<file path="src/rtl/sgw_pkg.sv">
package sgw_pkg;
  localparam int WORD_W     = 32;
  localparam int ADDR_W     = 2 * WORD_W;
  localparam int CNT_W      = WORD_W;
  localparam int WPE        = 4;                  // words per entry
  localparam int ENT_W      = WPE * WORD_W;
  localparam int RES_N      = 2;
  localparam int TBL_N      = 4;
  localparam int TBL_WORDS  = TBL_N * WPE;
  localparam int WIDX_W     = $clog2(TBL_WORDS);
  localparam int SLOT_N     = RES_N + TBL_N;
  localparam int SEL_W      = $clog2(SLOT_N);
  localparam int ALIGN_BITS = 3;

  typedef struct packed {
    logic trm;
    logic lnk;
    logic pass1;
    logic pass0;
  } flags_t;

  typedef struct packed {
    flags_t              flags;
    logic [CNT_W-1:0]    count;
    logic [ADDR_W-1:0]   addr;
  } entry_t;

  typedef struct packed {
    logic              loadRes;
    logic              tblWr;
    logic [WIDX_W-1:0] wordIdx;
    logic [SEL_W-1:0]  sel;
  } strobes_t;

  function automatic entry_t decodeEntry(input logic [ENT_W-1:0] raw);
    entry_t e;
    e.addr  = raw[2*WORD_W-1:0];
    e.count = raw[3*WORD_W-1:2*WORD_W];
    e.flags = raw[ENT_W-1 -: 4];
    return e;
  endfunction
endpackage

</file>
<file path="src/rtl/sgw_store.sv">
module sgw_store
  import sgw_pkg::*;
(
  input  logic                clk,
  input  logic                rstN,
  input  strobes_t            stb,
  input  logic [ENT_W-1:0]    res0Raw,
  input  logic [ENT_W-1:0]    res1Raw,
  input  logic [WORD_W-1:0]   rdData,
  output entry_t              cur
);
  localparam int RIDX_W = $clog2(RES_N);
  localparam int TSEL_W = $clog2(TBL_N);

  logic [ENT_W-1:0]  resMem [RES_N];
  logic [WORD_W-1:0] tblMem [TBL_WORDS];
  logic [ENT_W-1:0]  curRaw;
  logic [TSEL_W-1:0] tblSlot;

  always_ff @(posedge clk) begin
    if (!rstN) begin
      for (int i = 0; i < RES_N; i++) resMem[i] <= '0;
    end else if (stb.loadRes) begin
      resMem[0] <= res0Raw;
      resMem[1] <= res1Raw;
    end
  end

  always_ff @(posedge clk) begin
    if (!rstN) begin
      for (int i = 0; i < TBL_WORDS; i++) tblMem[i] <= '0;
    end else if (stb.tblWr) begin
      tblMem[stb.wordIdx] <= rdData;
    end
  end

  always_comb begin
    tblSlot = TSEL_W'(stb.sel - SEL_W'(RES_N));
    curRaw  = '0;
    if (stb.sel < SEL_W'(RES_N)) begin
      curRaw = resMem[stb.sel[RIDX_W-1:0]];
    end else begin
      for (int w = 0; w < WPE; w++)
        curRaw[w*WORD_W +: WORD_W] = tblMem[{tblSlot, 2'(w)}];
    end
    cur = decodeEntry(curRaw);
  end
endmodule

</file>
<file path="src/rtl/sgw_ctrl.sv">
module sgw_ctrl
  import sgw_pkg::*;
(
  input  logic              clk,
  input  logic              rstN,
  input  logic              start,
  input  logic              advance,
  input  logic              rescan,
  input  logic              rdDataValid,
  input  entry_t            cur,
  output strobes_t          stb,
  output logic              rdReq,
  output logic [ADDR_W-1:0] rdReqAddr,
  output logic              entValid,
  output logic              listDone,
  output logic              alignErr
);
  typedef enum logic [2:0] {S_IDLE, S_WALK, S_FETCH, S_DONE, S_ERR} state_t;

  state_t            state;
  logic [SEL_W-1:0]  ptr;
  logic [WIDX_W-1:0] wordCnt;
  logic              onLink, misaligned, lastSlot;

  always_comb begin
    onLink      = (state == S_WALK) && cur.flags.lnk;
    misaligned  = |cur.addr[ALIGN_BITS-1:0];
    lastSlot    = (ptr == SEL_W'(RES_N - 1)) || (ptr == SEL_W'(SLOT_N - 1));
    rdReq       = onLink && !misaligned;
    rdReqAddr   = cur.addr;
    entValid    = (state == S_WALK) && !cur.flags.lnk;
    listDone    = (state == S_DONE);
    alignErr    = (state == S_ERR);
    stb.loadRes = start;
    stb.tblWr   = (state == S_FETCH) && rdDataValid;
    stb.wordIdx = wordCnt;
    stb.sel     = ptr;
  end

  always_ff @(posedge clk) begin
    if (!rstN) begin
      state   <= S_IDLE;
      ptr     <= '0;
      wordCnt <= '0;
    end else if (start) begin
      state   <= S_WALK;
      ptr     <= '0;
      wordCnt <= '0;
    end else begin
      unique case (state)
        S_WALK: begin
          if (onLink) begin
            wordCnt <= '0;
            state   <= misaligned ? S_ERR : S_FETCH;
          end else if (rescan) begin
            ptr <= '0;
          end else if (advance) begin
            if (cur.flags.trm || lastSlot) state <= S_DONE;
            else                           ptr   <= ptr + SEL_W'(1);
          end
        end
        S_FETCH: begin
          if (rdDataValid) begin
            wordCnt <= wordCnt + WIDX_W'(1);
            if (wordCnt == WIDX_W'(TBL_WORDS - 1)) begin
              state <= S_WALK;
              ptr   <= SEL_W'(RES_N);
            end
          end
        end
        S_DONE, S_ERR: begin
          if (rescan) begin
            state <= S_WALK;
            ptr   <= '0;
          end
        end
        default: ;
      endcase
    end
  end
endmodule

</file>
<file path="src/rtl/sg_walker.sv">
module sg_walker
  import sgw_pkg::*;
(
  input  logic              clk,
  input  logic              rstN,
  input  logic              start,
  input  logic [ENT_W-1:0]  resEntry0,
  input  logic [ENT_W-1:0]  resEntry1,
  input  logic              advance,
  input  logic              rescan,
  output logic              rdReq,
  output logic [ADDR_W-1:0] rdReqAddr,
  input  logic              rdDataValid,
  input  logic [WORD_W-1:0] rdData,
  output logic              entValid,
  output logic [ADDR_W-1:0] entAddr,
  output logic [CNT_W-1:0]  entCount,
  output logic [3:0]        entFlags,
  output logic              listDone,
  output logic              alignErr
);
  strobes_t stb;
  entry_t   cur;

  sgw_ctrl u_ctrl (
    .clk, .rstN, .start, .advance, .rescan, .rdDataValid,
    .cur, .stb, .rdReq, .rdReqAddr, .entValid, .listDone, .alignErr
  );

  sgw_store u_store (
    .clk, .rstN, .stb, .res0Raw(resEntry0), .res1Raw(resEntry1),
    .rdData, .cur
  );

  assign entAddr  = cur.addr;
  assign entCount = cur.count;
  assign entFlags = cur.flags;
endmodule

</file>
<file path="config.mk">
export PLATFORM = sky130hd
export DESIGN_NAME = sg_walker
export DESIGN_NICKNAME = d
export VERILOG_FILES = /design/src/rtl/sgw_pkg.sv /design/src/rtl/sgw_store.sv /design/src/rtl/sgw_ctrl.sv /design/src/rtl/sg_walker.sv
export SDC_FILE = /design/constraint.sdc
export NUM_CORES = 1
export LEC_CHECK = 0
export BUFFER_PORTS_ARGS = -buffer_cell sky130_fd_sc_hd__buf_2
export CAP_MARGIN = 20
export CORE_MARGIN = 2
export CORE_UTILIZATION = 55
export DETAILED_ROUTE_END_ITERATION = 12
export PLACE_DENSITY = 0.8
export SYNTH_ARGS = -nofsm -noshare
export SYNTH_HDL_FRONTEND = slang
export SYNTH_SLANG_ARGS = --single-unit
</file>
<file path="constraint.sdc">
create_clock -name clk -period 23.8 [get_ports clk]
set_input_delay 4.76 -clock clk [delete_from_list [all_inputs] [get_ports clk]]
set_output_delay 4.76 -clock clk [all_outputs]
set_load 0.01 [all_outputs]
</file>
Word level (Yosys, flattened, before mapping)
Memory sizes are Yosys's and may differ from the RTL's. A register that Yosys moved wholly into a read port is not among the register bits.
Cells that the tools add are included.
{"block": "word_totals", "romBits": 0, "reg_bits": 10, "mem_count": 2, "wordCells": 91, "latch_bits": 0, "ramBits": 768}
{"memory": "u_store.tblMem", "depth": 16, "width": 32, "read_ports": 4, "rd_ports_with_merged_regs": 0, "wr": 16, "line": "sgw_store.sv:16", "text": "logic [WORD_W-1:0] tblMem [TBL_WORDS];"}
{"memory": "u_store.resMem", "depth": 2, "width": 128, "read_ports": 1, "rd_ports_with_merged_regs": 1, "wr": 2, "line": "sgw_store.sv:15", "text": "logic [ENT_W-1:0] resMem [RES_N];"}
{"block": "op_classes", "div_mod_pow": 0, "bitwise": 3, "n_addsub": 3, "n_eq_ne": 23, "n_reduce_logical": 19, "order_cmp": 1, "shifts": 0, "n_mux": 36, "multipliers": 0}
{"op": "2-to-1 mux 128 bit", "n": 3}
{"op": "2-to-1 mux 3 bit", "n": 15}
{"op": "2-to-1 mux 32 bit", "n": 1}
{"op": "OR reduction 32 bit", "n": 1}
{"op": "AND reduction 7 bit", "n": 3}
{"op": "one-hot mux 3 bit (3 select lines)", "n": 2}
{"op": "!= test 3 bit, second input constant", "n": 5}
{"op": "2-to-1 mux 4 bit", "n": 3}
{"op": "!= test 4 x 3 -> 1 bit, second input constant", "n": 3}
{"op": "2-to-1 mux 1 bit", "n": 11}
{"op": "!= test 3 x 2 -> 1 bit, second input constant", "n": 3}
{"op": "!= test 2 bit, second input constant", "n": 4}
{"op": "one-hot mux 4 bit (2 select lines)", "n": 1}
{"op": "== test 3 x 1 -> 1 bit, second input constant", "n": 2}
{"op": "== test 3 x 2 -> 1 bit, second input constant", "n": 2}
{"op": "== test 3 bit, second input constant", "n": 2}
{"op": "adder 4 x 1 -> 4 bit, second input constant", "n": 1}
{"op": "== test 4 bit, second input constant", "n": 1}
{"op": "logical AND 1 bit", "n": 4}
{"op": "nonzero test 4 bit", "n": 1}
{"op": "OR reduction 2 bit", "n": 2}
{"op": "adder 3 x 1 -> 3 bit, second input constant", "n": 1}
{"op": "< comparator 3 x 2 -> 1 bit, second input constant", "n": 1}
{"op": "AND reduction 3 bit", "n": 1}
{"op": "9 further kinds", "n": 12}

Logic depth before layout (Yosys ltp)
An unclocked memory read counts as a cell.
{"block": "logic_depth", "word_depth": 11, "mapped_depth": 9, "mapped_depth_nobuf": 7}

Cells and area by module
A second synthesis with hierarchy kept.
{"block": "hier_totals", "hier_cells": 2074, "area_unflattened_um2": 28418.5}
{"module": "sgw_store", "area_each_um2": 27207.3, "instances": 1, "seq_area_each_um2": 18017.3, "cells_each": 1924}
{"module": "sgw_ctrl", "area_each_um2": 1211.2, "instances": 1, "seq_area_each_um2": 200.2, "cells_each": 150}

Least setup slack after synthesis
OpenSTA, ideal clock, no wires.
{"block": "synth_path", "path_type": "input -> register", "startpoint": "input port start", "endpoint": "memory u_store.resMem[0][0] (netlist bit) (enable)", "path_stages": 2, "setup_slack_ns": 12.673, "t_arrival_ns": 10.483, "path_buffers": 1, "cell_sequence": "nand2b_1 clkbuf_1"}
{"element": "start: declaration", "line": "sg_walker.sv:6", "text": "input logic start,"}
{"element": "end: declaration", "line": "sgw_store.sv:15"}

Final worst setup path
{"block": "layout_path", "startpoint": "register u_ctrl.ptr[0]", "endpoint": "output port rdReqAddr[24]"}
{"block": "layout_between", "elab_chain_len": 3}
{"element": "start: declaration", "line": "sgw_ctrl.sv:21", "text": "logic [SEL_W-1:0] ptr;"}
{"element": "start signal: assignment", "line": "sgw_ctrl.sv:59", "text": "else ptr <= ptr + SEL_W'(1);"}
{"element": "start signal: assignment", "line": "sgw_ctrl.sv:67", "text": "ptr <= SEL_W'(RES_N);"}
{"element": "subtractor 2 bit", "line": "sgw_store.sv:38", "text": "tblSlot = TSEL_W'(stb.sel - SEL_W'(RES_N));"}
{"element": "memory (16 x 32 bit)"}
{"element": "2-to-1 mux 128 bit *", "line": "sgw_store.sv:40", "text": "if (stb.sel < SEL_W'(RES_N)) begin"}
{"element": "end: declaration", "line": "sg_walker.sv:12", "text": "output logic [ADDR_W-1:0] rdReqAddr,"}
Every way passes the cells marked *; elsewhere a longest branch is shown, timed or not.

==> metrics.txt <==
status=completed; via count=18900; crit-path cells=buf_4 -> buf_4 -> buf_16 -> buf_4 -> mux4_2 -> nor2_1 -> a21oi_1 -> buf_2; Cell Pwr Density=72.5 nW/um^2; synthesized area=28400 um^2; post-placement setup slack=14.66 ns; largest net degree at the start of global routing=120; register area share after synthesis=64.2%; final setup vio count=0; most common cell in the netlist=edfxtp_1; First DRT Iteration DRCs=2520; most frequent CP cell=buf_4; antenna viol nets, final=0; GRT Util Overall=28.1%; vias in the first global route=18000; die height=231 um; Buf/Inv on CP=5; Worst Slack Setup Final=14.39 ns; DP Cell Count=3063; hold worst-path end=u_ctrl.state[2]; Post-CTS Resized=0; slowest CP cell=buf_4; Avg Cell Area, Syn=12.9 um^2; Clock Tree Root=clkbuf_16; hold depth=2; cell class contributing the biggest share of worst-path delay=buffers and inverters; maximum clock path buffer count=3; synthesized instance count=2197; Area Growth Syn to Fin=13.6%; RSZ-0062 raised after global routing=no; max_cap viols=0; Fin. Hold Viols=0; Setup crit end kind=output port; reg2reg start=u_ctrl.ptr[2]; total routed wirelength=76.6 mm; Peak Freq=0.106 GHz; Cell variety after synth=49; non-filler cells, final=3174; worst vdd ir=68.3 uV; Hold Startpoint=u_ctrl.state[2]; GRT overflow=0; Setup CP Type=register to output port; fraction of registers with async set/reset=0%; DRC errors left=0; CTS H-tree lvls=2; Initial Util=55.5%; top cells by count, synth=600 x edfxtp_1, 337 x and2_1, 238 x mux2i_1; CP arrival=4.65 ns; first-pass GRT wire length=112 mm; CTS tree=done; Clock Sinks=611; synth top area cells=edfxtp_1 63%, mux2i_1 8.4%, and2_1 7.4%; core area=51200 um^2; Main synth FF type=edfxtp_1; share of cells above drive strength 1=23.6%; Syn Nets=2497; setup TNS=0 ns; initial antenna violation count=5; DR vias/cell=5.94; DR pass1 iterations=6; Cell Area, Placed=30500 um^2; Yosys warning total=0; post-synth top area share=63.4%; Wirelength per Cell=24.1 um; Critical Path Start Type=register; CTS buffer count=58; Worst-Margin Slew=1.14 ns; Post-synth EDFFs=600; DP Wirelength=50.7 mm; r2r setup slk=20.30 ns; I/O Buffers=405; Min-Delay Path Class=register to register; die area=53500 um^2; Hold Buf Count CTS=0; worst r2r path cells=7; Synth area leader=edfxtp_1; Final nets=2746; Skew-Pair Late Insertion Delay=0.62 ns; fin util=63.1%; Max Slew Vio Count=0; post-CTS setup buffers=0; period utilization=39.6%; Static Leakage=12.8 nW; CTS clk-pin slew, worst paths=0.06 ns; Setup Skew=0.0178 ns; RR Endpoint=u_ctrl.ptr[0]; min cycle time layout=9.41 ns; Final GP Congestion=0.884; Die Wd=231 um; num rows=83; post-layout instance area=32300 um^2; maximum fanout along the worst path=58; CP Data Required Time=19.04 ns; max incr delay on CP=0.77 ns; Worst slew margin=24.1%; FF+latch count, synth=611; Ports=462
-- stage by stage --
step	power (mW)	hold slack [ns]
6_report	2.34	0.547
5_1_grt	2.40	0.567
4_1_cts	2.35	0.540
3_5_place_dp	1.49	0.526
3_3_place_gp	1.48	0.512
2_1_floorplan	1.40	0.481
-- power breakdown --
group | switching [mW] | internal, mW | total [mW]
logic | 0.135 | 0.0747 | 0.209
clock network | 0.388 | 0.486 | 0.874
registers | 0.0179 | 1.24 | 1.26
total | 0.541 | 1.80 | 2.34
-- worst reg2reg max path, stage by stage (launching register included) --
cell      delay (ns)
dfxtp_2         0.31
buf_4           0.69
nor2_4          0.48
buf_4           0.38
a222oi_1        0.55
a311oi_1        0.29
or4_1           0.55
a21oi_1         0.17
-- layout by cell type, fill, tap and decap left out, types with 11 or more instances in the layout --
cell type / count
a21oi_1: 30
and2_1: 337
and3_1: 201
buf_2: 403
buf_4: 38
clkbuf_1: 16
clkbuf_16: 59
clkinv_1: 12
clkinv_2: 12
edfxtp_1: 600
inv_1: 15
mux2_2: 11
mux2i_1: 238
mux4_2: 25
nand2_1: 152
nand3_1: 74
nor2_1: 40
nor3_1: 50
nor4_1: 12
o21ai_0: 76
-- flip-flops by register name, summed over array words and instances, names as in the netlist, named ones only --
name / count
u_ctrl.wordCnt: 4
u_ctrl.ptr: 3
u_store.resMem: 200
u_ctrl.state: 3
u_store.tblMem: 400
-- routing by layer --
layer  global-route usage, %  up-vias  part of all wire (%)
met4                    10.0        4                   3.1
met2                    42.8     1002                    46
met5                       0        -                 0.034
li1                        -     8384                     -
met3                    5.52      124                    10
met1                    40.4     9352                    40
-- cells by family after synthesis --
logic type | synth area share (%)
simple gates | 17.6
flops | 64.2
mux | 10.9
buf+inv | 4.55
compound gates | 2.52
fa+ha+maj | 0.264
xor+xnor | 0.0616
-- worst max-delay path by stage --
| stage | from | cells past startpoint | end |
|---|---|---|---|
| 6_report | u_ctrl.ptr[0] | 8 | rdReqAddr[24] |
| 3_3_place_gp | u_ctrl.ptr[0] | 7 | entAddr[37] |
| 5_1_grt | u_ctrl.ptr[0] | 8 | rdReqAddr[24] |
| 3_5_place_dp | u_ctrl.ptr[0] | 7 | rdReqAddr[24] |
| 4_1_cts | u_ctrl.ptr[0] | 7 | rdReqAddr[24] |
| 2_1_floorplan | start | 2 | u_store.resMem[0][0] |
-- area by class of cell --
| class | instances | area (um^2) |
|---|---|---|
| fillers | 3742 | 18900 |
| flip-flops and latches | 611 | 18200 |
| repair buffers | 445 | 2370 |
| well taps | 680 | 851 |
| multi-input cells | 1313 | 8990 |
| inverters | 17 | 67.6 |
| clock buffers | 75 | 1540 |
| diodes | 3 | 7.51 |
| clock inverters | 30 | 224 |
Power figures use the tool's default switching activity.
